--- src/rtl/redrv_pkg.sv ---
package redrv_pkg;
  localparam int NUM_LANES = 4;
  localparam int EQ_W      = 4;
  localparam int DATA_W    = 8;
  localparam int ADDR_W    = 8;
  localparam int CNT_W     = 5;
  localparam int PWR_W     = 2;
  localparam int EQ_REGS   = NUM_LANES / 2;

  localparam logic [ADDR_W-1:0] OFF_GEN   = 8'h0A;
  localparam logic [ADDR_W-1:0] OFF_EQ01  = 8'h10;
  localparam logic [ADDR_W-1:0] OFF_EQ23  = 8'h11;
  localparam logic [ADDR_W-1:0] OFF_SNP   = 8'h12;
  localparam logic [ADDR_W-1:0] OFF_LCTL  = 8'h13;
  localparam logic [ADDR_W-1:0] OFF_SWING = 8'h32;

  typedef enum logic [1:0] {
    MODE_OFF  = 2'd0,
    MODE_IDLE = 2'd1,
    MODE_DP   = 2'd2,
    MODE_RSV  = 2'd3
  } mode_e;

  localparam logic [PWR_W-1:0] PWR_DOWN = 2'd2;

  // Lane count decode: only 1, 2 and 4 are legal widths; lanes below the count turn on.
  function automatic logic [NUM_LANES-1:0] count_to_mask(input logic [CNT_W-1:0] cnt);
    logic [NUM_LANES-1:0] m;
    logic ok;
    ok = (cnt == 5'd1) || (cnt == 5'd2) || (cnt == 5'd4);
    for (int i = 0; i < NUM_LANES; i++) begin
      m[i] = ok && (i < int'(cnt));
    end
    return m;
  endfunction
endpackage

--- src/rtl/redrv_eq_bank.sv ---
module redrv_eq_bank
  import redrv_pkg::*;
(
  input  logic                      clk,
  input  logic                      rst,
  input  logic                      sw_own,
  input  logic                      pin_stb,
  input  logic [EQ_W-1:0]           pin_val,
  input  logic [EQ_REGS-1:0]        reg_wr,
  input  logic [DATA_W-1:0]         wdata,
  output logic [NUM_LANES*EQ_W-1:0] eq_flat
);
  localparam int PER_REG = DATA_W / EQ_W;

  for (genvar i = 0; i < NUM_LANES; i++) begin : g_lane
    logic [EQ_W-1:0] eq_q;
    always_ff @(posedge clk) begin
      if (rst) begin
        eq_q <= '0;
      end else if (sw_own) begin
        if (reg_wr[i / PER_REG]) eq_q <= wdata[EQ_W*(i % PER_REG) +: EQ_W];
      end else if (pin_stb) begin
        eq_q <= pin_val;
      end
    end
    assign eq_flat[EQ_W*i +: EQ_W] = eq_q;
  end

  // pin-owned fields move only on a pin strobe
  a_r4_pin_owned_hold: assert property (@(posedge clk) disable iff (rst)
    (!sw_own && !pin_stb) |=> $stable(eq_flat));
  // software-owned fields move only on a register write
  a_r5_sw_owned_hold: assert property (@(posedge clk) disable iff (rst)
    (sw_own && reg_wr == '0) |=> $stable(eq_flat));
endmodule

--- src/rtl/redrv_lane_gate.sv ---
module redrv_lane_gate
  import redrv_pkg::*;
(
  input  logic                 clk,
  input  logic                 rst,
  input  logic [1:0]           mode,
  input  logic                 snp_off,
  input  logic [NUM_LANES-1:0] lane_dis,
  input  logic [CNT_W-1:0]     cnt,
  input  logic [PWR_W-1:0]     pwr,
  output logic [NUM_LANES-1:0] lane_en
);
  logic [NUM_LANES-1:0] snoop_mask;
  logic [NUM_LANES-1:0] next_en;

  always_comb begin
    snoop_mask = (pwr == PWR_DOWN) ? '0 : count_to_mask(cnt);
    if (mode != MODE_DP) next_en = '0;
    else if (snp_off)    next_en = ~lane_dis;
    else                 next_en = snoop_mask;
  end

  always_ff @(posedge clk) begin
    if (rst) lane_en <= '0;
    else     lane_en <= next_en;
  end

  // no lane outside DisplayPort mode
  a_r3_off_outside_dp: assert property (@(posedge clk) disable iff (rst)
    (mode != MODE_DP) |=> (lane_en == '0));
  // power-down snoop value shuts every lane
  a_r10_power_down: assert property (@(posedge clk) disable iff (rst)
    (!snp_off && pwr == PWR_DOWN) |=> (lane_en == '0));
  // only legal lane patterns in snoop mode
  a_r9_legal_pattern: assert property (@(posedge clk) disable iff (rst)
    (!snp_off) |=> (lane_en == 4'h0 || lane_en == 4'h1 || lane_en == 4'h3 || lane_en == 4'hF));
endmodule

--- src/rtl/redrv_lane_ctl.sv ---
module redrv_lane_ctl
  import redrv_pkg::*;
(
  input  logic                      clk,
  input  logic                      rst,
  input  logic [ADDR_W-1:0]         bus_addr,
  input  logic [DATA_W-1:0]         bus_wdata,
  input  logic                      bus_wr,
  input  logic                      bus_rd,
  output logic [DATA_W-1:0]         bus_rdata,
  input  logic [EQ_W-1:0]           eq_pin_val,
  input  logic                      eq_pin_stb,
  input  logic                      hpd_pin_a,
  input  logic                      hpd_pin_b,
  input  logic [CNT_W-1:0]          snp_cnt,
  input  logic                      snp_cnt_stb,
  input  logic [PWR_W-1:0]          snp_pwr,
  input  logic                      snp_pwr_stb,
  output logic [NUM_LANES-1:0]      lane_en,
  output logic [NUM_LANES*EQ_W-1:0] lane_eq,
  output logic                      hpd_eff,
  output logic [1:0]                mode_o,
  output logic [1:0]                swing_o
);
  // general register fields
  logic       gen_b7_q, hpd_sel_q, eq_sw_q, hpd_force_q, gen_b2_q;
  logic [1:0] mode_q;
  // lane control fields
  logic                 snp_off_q;
  logic [1:0]           lc_rsv_q;
  logic [NUM_LANES-1:0] lane_dis_q;
  // swing register fields
  logic [1:0] sw_hi_q, swing_q;
  logic [3:0] sw_lo_q;
  // snoop status
  logic [CNT_W-1:0] snp_cnt_q;
  logic [PWR_W-1:0] snp_pwr_q;

  logic wr_gen, wr_lctl, wr_swing, mode_fall, dp_on;
  logic [EQ_REGS-1:0] wr_eq;
  logic [DATA_W-1:0]  rd_mux;

  assign wr_gen    = bus_wr && (bus_addr == OFF_GEN);
  assign wr_lctl   = bus_wr && (bus_addr == OFF_LCTL);
  assign wr_swing  = bus_wr && (bus_addr == OFF_SWING);
  assign wr_eq     = {bus_wr && (bus_addr == OFF_EQ23), bus_wr && (bus_addr == OFF_EQ01)};
  assign mode_fall = wr_gen && mode_q[1] && !bus_wdata[1];
  assign dp_on     = (mode_q == MODE_DP);

  always_ff @(posedge clk) begin
    if (rst) begin
      {gen_b7_q, hpd_sel_q, eq_sw_q, hpd_force_q, gen_b2_q} <= '0;
      mode_q <= MODE_IDLE;
    end else if (wr_gen) begin
      gen_b7_q    <= bus_wdata[7];
      hpd_sel_q   <= bus_wdata[5];
      eq_sw_q     <= bus_wdata[4];
      hpd_force_q <= bus_wdata[3];
      gen_b2_q    <= bus_wdata[2];
      mode_q      <= bus_wdata[1:0];
    end
  end

  always_ff @(posedge clk) begin
    if (rst) begin
      snp_off_q  <= 1'b0;
      lc_rsv_q   <= '0;
      lane_dis_q <= '0;
    end else if (wr_lctl) begin
      snp_off_q  <= bus_wdata[7];
      lc_rsv_q   <= bus_wdata[5:4];
      lane_dis_q <= bus_wdata[NUM_LANES-1:0];
    end
  end

  always_ff @(posedge clk) begin
    if (rst) begin
      sw_hi_q <= 2'd1;
      swing_q <= '0;
      sw_lo_q <= '0;
    end else if (wr_swing) begin
      sw_hi_q <= bus_wdata[7:6];
      swing_q <= bus_wdata[5:4];
      sw_lo_q <= bus_wdata[3:0];
    end
  end

  // snoop capture: clear on mode bit 1 falling wins over capture
  always_ff @(posedge clk) begin
    if (rst || mode_fall) begin
      snp_cnt_q <= '0;
      snp_pwr_q <= '0;
    end else if (dp_on) begin
      if (snp_cnt_stb) snp_cnt_q <= snp_cnt;
      if (snp_pwr_stb) snp_pwr_q <= snp_pwr;
    end
  end

  always_ff @(posedge clk) begin
    if (rst) hpd_eff <= 1'b0;
    else     hpd_eff <= hpd_force_q | (hpd_sel_q ? hpd_pin_b : hpd_pin_a);
  end

  redrv_eq_bank u_eq (
    .clk     (clk),
    .rst     (rst),
    .sw_own  (eq_sw_q),
    .pin_stb (eq_pin_stb),
    .pin_val (eq_pin_val),
    .reg_wr  (wr_eq),
    .wdata   (bus_wdata),
    .eq_flat (lane_eq)
  );

  redrv_lane_gate u_gate (
    .clk      (clk),
    .rst      (rst),
    .mode     (mode_q),
    .snp_off  (snp_off_q),
    .lane_dis (lane_dis_q),
    .cnt      (snp_cnt_q),
    .pwr      (snp_pwr_q),
    .lane_en  (lane_en)
  );

  always_comb begin
    case (bus_addr)
      OFF_GEN:   rd_mux = {gen_b7_q, 1'b0, hpd_sel_q, eq_sw_q, hpd_force_q, gen_b2_q, mode_q};
      OFF_EQ01:  rd_mux = lane_eq[7:0];
      OFF_EQ23:  rd_mux = lane_eq[15:8];
      OFF_SNP:   rd_mux = {1'b0, snp_pwr_q, snp_cnt_q};
      OFF_LCTL:  rd_mux = {snp_off_q, 1'b0, lc_rsv_q, lane_dis_q};
      OFF_SWING: rd_mux = {sw_hi_q, swing_q, sw_lo_q};
      default:   rd_mux = '0;
    endcase
  end

  always_ff @(posedge clk) begin
    if (rst)         bus_rdata <= '0;
    else if (bus_rd) bus_rdata <= rd_mux;
  end

  assign mode_o  = mode_q;
  assign swing_o = swing_q;

  // falling mode bit 1 clears the snoop status
  a_r8_snoop_clear: assert property (@(posedge clk) disable iff (rst)
    (bus_wr && bus_addr == OFF_GEN && mode_o[1] && !bus_wdata[1]) |=> (snp_cnt_q == '0 && snp_pwr_q == '0));
  // no capture outside DisplayPort mode
  a_r7_no_capture_off: assert property (@(posedge clk) disable iff (rst)
    (mode_o != MODE_DP) |=> $stable(snp_cnt_q) || (snp_cnt_q == '0));
  // forced HPD reads high one clock later
  a_r6_hpd_force: assert property (@(posedge clk) disable iff (rst)
    hpd_force_q |=> hpd_eff);
  // undecoded offsets read zero
  a_r2_reserved_zero: assert property (@(posedge clk) disable iff (rst)
    (bus_rd && bus_addr != OFF_GEN && bus_addr != OFF_EQ01 && bus_addr != OFF_EQ23 &&
     bus_addr != OFF_SNP && bus_addr != OFF_LCTL && bus_addr != OFF_SWING) |=> (bus_rdata == '0));
endmodule

--- config.mk ---
export PLATFORM = sky130hd
export DESIGN_NAME = redrv_lane_ctl
export DESIGN_NICKNAME = d
export VERILOG_FILES = /design/src/rtl/redrv_pkg.sv /design/src/rtl/redrv_eq_bank.sv /design/src/rtl/redrv_lane_gate.sv /design/src/rtl/redrv_lane_ctl.sv
export SDC_FILE = /design/constraint.sdc
export NUM_CORES = 1
export LEC_CHECK = 0
export BUFFER_PORTS_ARGS = -buffer_cell sky130_fd_sc_hd__buf_2
export CAP_MARGIN = 0
export CORE_UTILIZATION = 39
export DETAILED_ROUTE_END_ITERATION = 8
export GPL_TIMING_DRIVEN = 0
export SLEW_MARGIN = 20
export SYNTH_ARGS = -nofsm -noshare
export SYNTH_HDL_FRONTEND = slang
export SYNTH_HIERARCHICAL = 1
export SYNTH_SLANG_ARGS = --single-unit
--- constraint.sdc ---
create_clock -name clk -period 2.5 [get_ports clk]
set_clock_uncertainty 0.15 [all_clocks]
set_input_delay 0.25 -clock clk [delete_from_list [all_inputs] [get_ports clk]]
set_output_delay 0.25 -clock clk [all_outputs]
set_load 0.005 [all_outputs]
==> results.cfg <==
[critical_path]
crit_required_ns = 2.60
worst-setup-path-type = in2reg
timing.critical_path.arrival_ns = 2.05
critPathMaxFanout = 10
regToRegSetupSlack_ns = 0.94
timing.rr.start = mode_o[1]
critical_path.slowest_cell = sky130_fd_sc_hd__nor3_4
highest_cell_delay_on_the_worst_timing_path_ns = 0.40
r2r.worst_path.cells = 5
worst_setup_path_end_kind = register
startpoint_type_of_the_worst_setup_path = input port
terminus_of_the_critical_flop_to_flop_path = snp_cnt_q[0]
crit_path_cell_chain = buf_2 -> nor3_4 -> and2_1 -> buf_4 -> nand2_1 -> nor3b_1 -> mux2_4 -> buf_6 -> nor2_1 -> a211oi_2

[final_layout]
final_layout_size_suffix_gt1_frac = 0.311
area_growth_pct = 23.2
design_area_um2 = 3350
mostFrequentLayoutCells = sky130_fd_sc_hd__buf_2, sky130_fd_sc_hd__dfxtp_1, sky130_fd_sc_hd__nor2_1
final_common_cell = sky130_fd_sc_hd__buf_2
fillerInstances = 638
finalNetCount = 393
antenna_cells_inserted = 0

[floorplan]
fp.dieW_um = 85.5
io_pins = 69
total_core_area_um2 = 6760
initial_core_util = 0.403
rows = 30
floorplan.die_area_um2 = 7310
die_h_um = 85.5

[routing]
route.final.wire_length_mm = 7.18
antenna_violating_nets_post_route = 0
drcViolationCount = 0
drc_violation_total_after_the_first_tritonroute_iteration = 121
route.detailed.wl_per_inst_um = 16.3
detail_route.vias_per_cell = 5.44
drt_pre_antenna_iters = 6
dr_total_vias = 2392

[grt]
first_global_vias = 2119
globalRouteTotalUtil = 0.206
largest_net_degree_at_the_start_of_global_routing = 11
gr-total-overflow = 0
antenna_found_initial = 0
global_route_wire_length_before_repair_mm = 11.3

[synthesis]
synth-edff-count = 0
synth_top_flop_cell = sky130_fd_sc_hd__dfxtp_1
area_of_the_mapped_netlist_um2 = 2720
yosysWarnings = 6
syn_area_per_cell_um2 = 9.78
yosys_register_bits = 58
synthDistinctLibCells = 44
synth_async_sr_flop_share = 0
netlist_instances = 278
synth_fp_nets = 314
synth_sequential_area_ratio = 0.427

[worst_hold_path]
holdCritPathClass = in2reg
worstHoldPathCells = 3
hold-path-endpoint = snp_cnt_q[3]
worst_hold_launch = snp_cnt[3]

[run_status]
status = completed

[pwr]
leakage_nw = 1.50
totalPowerFinal_mw = 2.02
max-vdd-ir-drop_mv = 0.331
power.density_nw_per_um2 = 602

[place]
port_buf_inserts = 68
dp_hpwl_mm = 5.52
placed_area_um2 = 3160
globalplace.congestion = 0.810

[sta]
layout_worst_path_cycle_share = 0.778
timing.final.hold_violations = 0
worst_pin_slew_ns = 0.576
timing.fmax_mhz = 514
final_setup_violations = 0
finalSetupTns_ns = 0
slew_headroom = 0.616
rsz0062_at_grt = false
slew_violations = 0
finalCriticalPeriod_ns = 1.94

[clock_network]
tritoncts_num_sinks = 58
insertion_delay_ns = 0.33
post-cts-setup-buffer-count = 0
cts.htree.levels = 3
cts.hold.buffers_added = 0
inserted_clock_buffers = 9
tritoncts_clock_tree = built
cts_root_buffer = sky130_fd_sc_hd__clkbuf_8
clkSlewWorstSetupHoldPaths_ns = 0.06
cts-resized-gates = 0
clockBufferDepth = 2

[flow_run]
cap_violations = 0
-- cell usage after synthesis, types with 2 or more instances --
cell | number | area share
sky130_fd_sc_hd__nand4b_1 | 2 | 0.0064
sky130_fd_sc_hd__buf_6 | 3 | 0.012
sky130_fd_sc_hd__mux2_4 | 2 | 0.011
sky130_fd_sc_hd__buf_4 | 3 | 0.0083
sky130_fd_sc_hd__or3b_1 | 2 | 0.0064
sky130_fd_sc_hd__dfxtp_1 | 58 | 0.43
sky130_fd_sc_hd__a2bb2oi_1 | 7 | 0.023
sky130_fd_sc_hd__nand2_1 | 13 | 0.018
sky130_fd_sc_hd__and2_1 | 4 | 0.0092
sky130_fd_sc_hd__nor3_1 | 4 | 0.0074
sky130_fd_sc_hd__nor2b_1 | 6 | 0.014
sky130_fd_sc_hd__a21oi_1 | 20 | 0.037
sky130_fd_sc_hd__o21ai_0 | 3 | 0.0055
sky130_fd_sc_hd__mux2i_1 | 21 | 0.077
sky130_fd_sc_hd__a22oi_1 | 8 | 0.022
sky130_fd_sc_hd__nand4_2 | 2 | 0.0092
sky130_fd_sc_hd__nand2b_1 | 5 | 0.011
sky130_fd_sc_hd__clkbuf_1 | 8 | 0.011
sky130_fd_sc_hd__a211oi_2 | 5 | 0.023
sky130_fd_sc_hd__nand3_1 | 7 | 0.013
sky130_fd_sc_hd__o22ai_1 | 2 | 0.0046
sky130_fd_sc_hd__a211oi_1 | 18 | 0.050
sky130_fd_sc_hd__nor2_1 | 49 | 0.068
sky130_fd_sc_hd__mux4_2 | 5 | 0.041
sky130_fd_sc_hd__xor2_1 | 2 | 0.0064
-- power by group --
part	switching (mW)	internal (mW)
combinational	0.111	0.0889
clock	0.354	0.500
sequential	0.0172	0.948
-- cells by family after synthesis --
family / count (synthesis) / share of synthesized area
DFF: 58 / 0.427
buffers and inverters: 17 / 0.0363
and+or+nand+nor: 103 / 0.203
xor gates and xnor gates: 2 / 0.00644
AOI/OAI and AO/OA: 68 / 0.184
muxes: 30 / 0.144
-- final cells by class --
class	count	area, um^2	share of cell area
repair buffers	68	340	0.102
flip-flops and latches	58	1160	0.346
inverters	1	3.75	0.00112
well taps	80	100	0.0299
clock inverters	3	40.0	0.0119
clock buffers	11	151	0.0452
plain buffers	16	95.1	0.0284
multi-input cells	203	1460	0.436
-- through the flow --
| stage | setup WS (ns) | hold WS [ns] | util | std cells |
|---|---|---|---|---|
| global route | 0.414 | 0.00593 | 0.496 | 440 |
| detailed placement | 0.220 | 0.321 | 0.468 | 426 |
| CTS | 0.559 | 0.00560 | 0.496 | 440 |
| global placement | 0.278 | 0.309 | 0.468 | 426 |
| floorplan | 0.617 | 0.244 | - | 278 |
| finish | 0.556 | 0.0144 | 0.496 | 440 |
-- critical path: cells and delay by family --
kind            cells  cell delay [ns]
simple gates        5             0.93
mux                 1             0.25
buf+inv             3             0.43
compound gates      1             0.18
-- flip-flops by register name, summed over array words and instances, names as in the netlist --
signal / count
sw_lo_q: 4
gen_b2_q: 1
eq_sw_q: 1
u_gate/lane_en: 4
hpd_eff: 1
snp_cnt_q: 5
snp_off_q: 1
lc_rsv_q: 2
mode_o: 2
snp_pwr_q: 2
sw_hi_q: 2
gen_b7_q: 1
bus_rdata: 8
hpd_force_q: 1
swing_o: 2
hpd_sel_q: 1
u_eq/g_lane.eq_q: 16
lane_dis_q: 4
-- worst max path at each step --
| stage | startpoint | end | slack [ns] |
|---|---|---|---|
| after floorplan | bus_addr[7] | u_eq/g_lane[3].eq_q[2] | 0.62 |
| after global placement | bus_addr[7] | u_eq/g_lane[3].eq_q[1] | 0.28 |
| after detailed placement | bus_addr[7] | u_eq/g_lane[3].eq_q[1] | 0.22 |
| after CTS | bus_addr[7] | u_eq/g_lane[3].eq_q[2] | 0.56 |
| after global routing | bus_addr[7] | u_eq/g_lane[3].eq_q[2] | 0.41 |
| final | bus_addr[7] | u_eq/g_lane[3].eq_q[2] | 0.56 |
-- per-layer routing --
layer	wire length, um	global-route usage	vias to the layer above
met5	0	0	-
met4	106	0.0909	0
met3	289	0.0327	9
met2	3240	0.309	74
met1	3550	0.293	1135
li1	-	-	1174
Power figures use the tool's default switching activity.
